<file path="src/rtl/bitstack_pkg.sv">
package bitstack_pkg;
  localparam int STACK_W = 3;
  localparam int CNT_W   = 3;

  // Thermometer stack: ones packed toward bit 0
  typedef logic [STACK_W-1:0] stack3_t;

  typedef struct packed {
    logic hi;   // weight 4
    logic mid;  // weight 2
    logic lo;   // weight 1
  } count3_t;
endpackage

</file>
<file path="src/rtl/bitstack_sort3.sv">
module bitstack_sort3
  import bitstack_pkg::*;
(
  input  logic [2:0] raw,
  output stack3_t    stk
);
  always_comb begin
    stk[0] = raw[0] | raw[1] | raw[2];
    stk[1] = (raw[0] & raw[1]) | (raw[0] & raw[2]) | (raw[1] & raw[2]);
    stk[2] = raw[0] & raw[1] & raw[2];
  end
endmodule

</file>
<file path="src/rtl/bitstack_merge.sv">
module bitstack_merge
  import bitstack_pkg::*;
(
  input  stack3_t lo_stk,
  input  stack3_t hi_stk,
  output count3_t base_cnt,
  output count3_t plus_cnt
);
  logic [2:0] fill_or;
  logic [2:0] fill_and;
  logic       fill_full;
  logic       any_over;
  logic       lo_even;
  logic       hi_even;
  logic       atleast_two;

  // Symmetric merge: low stack reversed against high stack
  always_comb begin
    fill_or[0]  = lo_stk[2] | hi_stk[0];
    fill_or[1]  = lo_stk[1] | hi_stk[1];
    fill_or[2]  = lo_stk[0] | hi_stk[2];
    fill_and[0] = lo_stk[2] & hi_stk[0];
    fill_and[1] = lo_stk[1] & hi_stk[1];
    fill_and[2] = lo_stk[0] & hi_stk[2];
    fill_full   = &fill_or;   // count >= 3
    any_over    = |fill_and;  // count >= 4
  end

  // Parity read directly from each stack
  always_comb begin
    lo_even     = ~lo_stk[0] | (lo_stk[1] & ~lo_stk[2]);
    hi_even     = ~hi_stk[0] | (hi_stk[1] & ~hi_stk[2]);
    atleast_two = lo_stk[1] | hi_stk[1] | (lo_stk[0] & hi_stk[0]);
  end

  always_comb begin
    base_cnt.lo  = lo_even ^ hi_even;
    base_cnt.hi  = any_over;
    base_cnt.mid = (atleast_two & ~any_over) | (lo_stk[2] & hi_stk[2]);

    plus_cnt.lo  = ~(lo_even ^ hi_even);
    plus_cnt.hi  = fill_full;
    plus_cnt.mid = ((lo_stk[0] | hi_stk[0]) & ~fill_full)
                 | (lo_stk[2] & hi_stk[1])
                 | (lo_stk[1] & hi_stk[2]);
  end
endmodule

</file>
<file path="src/rtl/bitstack_counter.sv">
module bitstack_counter
  import bitstack_pkg::*;
#(
  parameter int NUM_IN = 7
) (
  input  logic [NUM_IN-1:0] bits_in,
  output logic [2:0]        count_out
);
  localparam int GROUP_W = 3;

  stack3_t grp_stk [2];
  count3_t base_cnt;
  count3_t plus_cnt;
  logic    inc_sel;

  for (genvar g = 0; g < 2; g++) begin : g_sort
    bitstack_sort3 u_sort (
      .raw (bits_in[g*GROUP_W +: GROUP_W]),
      .stk (grp_stk[g])
    );
  end

  bitstack_merge u_merge (
    .lo_stk   (grp_stk[0]),
    .hi_stk   (grp_stk[1]),
    .base_cnt (base_cnt),
    .plus_cnt (plus_cnt)
  );

  if (NUM_IN == 7) begin : g_seven
    assign inc_sel = bits_in[NUM_IN-1];
  end else begin : g_six
    assign inc_sel = 1'b0;
  end

  assign count_out = inc_sel ? plus_cnt : base_cnt;
endmodule

</file>
<file path="config.mk">
export PLATFORM = sky130hd
export DESIGN_NAME = bitstack_counter
export DESIGN_NICKNAME = d
export VERILOG_FILES = /design/src/rtl/bitstack_pkg.sv /design/src/rtl/bitstack_sort3.sv /design/src/rtl/bitstack_merge.sv /design/src/rtl/bitstack_counter.sv
export SDC_FILE = /design/constraint.sdc
export NUM_CORES = 1
export LEC_CHECK = 0
export ABC_AREA = 0
export BUFFER_PORTS_ARGS = -buffer_cell sky130_fd_sc_hd__buf_2
export CAP_MARGIN = 0
export CORE_AREA = 2 2 39 41
export DETAILED_ROUTE_END_ITERATION = 10
export DIE_AREA = 0 0 41 43
export GPL_ROUTABILITY_DRIVEN = 0
export PLACE_DENSITY = 0.3
export SLEW_MARGIN = 40
export SYNTH_ARGS = -nofsm -noshare
export SYNTH_HDL_FRONTEND = slang
export SYNTH_SLANG_ARGS = --single-unit
</file>
<file path="constraint.sdc">
create_clock -name vclk -period 3.5
set_input_delay 0.175 -clock vclk [all_inputs]
set_output_delay 0.175 -clock vclk [all_outputs]
set_load 0.01 [all_outputs]
</file>
==> metrics.md <==
| Metric | Value |
|---|---|
| Routed Antenna Nets | 0 |
| Layout cells sized above 1 | a little over a third |
| RSZ-0062 raised after global routing | no |
| Crit path kind | primary input to primary output |
| Fin. max-slew vios | 0 |
| Ant diodes | 0 |
| Final min period | 1.78 ns |
| Mean Syn Cell Area | 8.22 um^2 |
| Slew @ Worst Pin | between 0.3 and 0.4 ns |
| Final Hold Fails | 0 |
| I/O pin count | 10 |
| CTS resizes | 0 |
| Postcts setup bufs | 0 |
| Mean routed wirelength per cell | 8.68 um |
| GRT overflow | 0 |
| Die area | 1760 um^2 |
| Crit path buf inv count | 2 |
| Nets | 42 |
| Die height | 43 um |
| Peak supply drop | between 0.00003 and 0.00004 V |
| Seq cells | 0 |
| Mapped Area | about 170 um^2 |
| CP max FO | 3 |
| Clock buffers | 0 |
| Die X | roughly 41 um |
| First-pass GRT wire length | 648 um |
| Initial antenna violation count | 0 |
| Cell variety after synth | 16 |
| Status | finished, final reports clean |
| Post-Route WL | roughly 400 um |
| Vias in the first global route | 182 |
| Initial Util | around 12% |
| Critical path arrival | 1.60 ns |
| Hold crit path type | primary input to primary output |
| Sequential area share after synthesis | 0% |
| Final period util | 50.7% |
| Yosys warns | 0 |
| Critical Path RT | 3.32 ns |
| Critical Path Slowest Stage Cell | fa_1 |
| Pwr Density | between 150 and 200 nW/um^2 |
| # rows | 14 |
| FILL cells | 163 |
| Cts hold-fix bufs | 0 |
| First DRT Iteration DRCs | 1 |
| Max transition margin | 74.9% |
| Max-Cap Viols | 0 |
| GRT Total Usage | between 5 and 6% |
| Drt first pass iters | 4 |
| DRC violation count after routing | 0 |
| Critical Path, Cell by Cell | buf_2, fa_1, a222oi_1, a221oi_1, a31oi_1, buf_2 |
| CP top delay family | compound AO/OA/AOI/OAI gates |
| Hold WS | about 0.7 ns |
| Synth top area cells | fa_1 (23%), inv_1 (8.7%), and3_1 (7.2%), or3_4 (6.5%), a222oi_1 (5.8%) |
| Endpoints failing setup | 0 |
| Mapped Cells | 21 |
| Synth top area share | 23.2% |
| Yosys top cell by area | fa_1 |
| HP Start | bits_in[6] |
| Layout area overhead | 40.6% |
| Worst hold stages | 3 |
| Worst setup EP type | primary output |
| Largest stage delay, worst path | roughly 0.46 ns |
| Syn Nets | 30 |
| Final setup TNS | 0 ns |
| Pin count of the biggest net entering global routing | 5 |
| Fmax | 0.563 GHz |
| HPWL Detailed | 382 um |
| Routed vias | 196 |
| Leakage power total | 0.116 nW |
| CP dominant cell by count | buf_2 |
| Hold-critical path endpoint | count_out[0] |
| Reg area | 0 um^2 |
| Core Area | 1380 um^2 |
| I/O Buffers | 10 |
| Via density per instance | 4.17 |
| Critical path launch point type | primary input |
## power by group
part           switching (mW)  internal (mW)  total [mW]
registers                   0              0           0
logic                  0.0210         0.0204      0.0414
clock network               0              0           0
## how the worst max path moves through the flow
stage / startpoint / endpoint / slack (ns) / depth (start not counted)
final: bits_in[3] / count_out[1] / 1.72 / 6
after detailed placement: bits_in[3] / count_out[1] / 1.75 / 6
after CTS: bits_in[3] / count_out[1] / 1.74 / 6
after global routing: bits_in[3] / count_out[1] / 1.65 / 6
after global placement: bits_in[3] / count_out[1] / 1.73 / 6
after floorplan: bits_in[3] / count_out[1] / 1.99 / 4
## layout make-up
type / instances / area, um^2 / share of cell area (%)
multi-input cells: 17 / 158 / 64.9
repair buffers: 10 / 50.0 / 20.6
well taps: 16 / 20.0 / 8.25
inverters: 4 / 15.0 / 6.19
## tightest hold or removal path: cells and delay by family
kind | cells | cell delay (ns)
XOR/XNOR | 1 | 0.07
buffers and inverters | 2 | 0.26
## Yosys cell counts, drive strengths merged
cell type	instances
a21o	1
a221oi	1
a222oi	1
a22oi	1
a31oi	1
and3	2
fa	2
inv	4
mux2i	1
nand2b	1
o21ai	1
o221ai	1
or3	2
xnor2	1
xor2	1
## cells in the final DEF, fill, tap and decap left out
cell type,netlist,final
mux2i_1,1,1
a221oi_1,1,1
buf_2,0,10
fa_1,2,2
or3_4,1,1
o221ai_1,1,1
a22oi_1,1,1
a222oi_1,1,1
a31oi_1,1,1
and3_1,2,2
or3_1,1,1
xor2_1,1,1
inv_1,4,4
a21o_1,1,1
xnor2_1,1,1
o21ai_0,1,1
nand2b_1,1,1
## through the flow
stage / cell area [um^2] / setup WS, ns / utilization, % / std cells / power [mW]
6_report: 243 / 1.72 / 17.5 / 47 / 0.0414
3_3_place_gp: 243 / 1.73 / 17.5 / 47 / 0.0418
2_1_floorplan: 173 / 1.99 / - / 21 / 0.0258
3_5_place_dp: 243 / 1.75 / 17.5 / 47 / 0.0421
5_1_grt: 243 / 1.65 / 17.5 / 47 / 0.0476
4_1_cts: 243 / 1.74 / 17.5 / 47 / 0.0422
## kinds of logic after synthesis
kind of cell	synth area share (%)
compound gates	31.2
xor+xnor	10.1
fa+ha+maj	23.2
buf+inv	8.69
mux	5.80
simple gates	21.0
## metal layers
layer	vias up	track usage [%]	routed length [um]
met3	0	0	37
met4	0	0	0
met5	-	0	0
li1	100	-	-
met1	89	5.11	171
met2	7	10.6	199
Note: power is estimated with default switching activity, not from simulation.
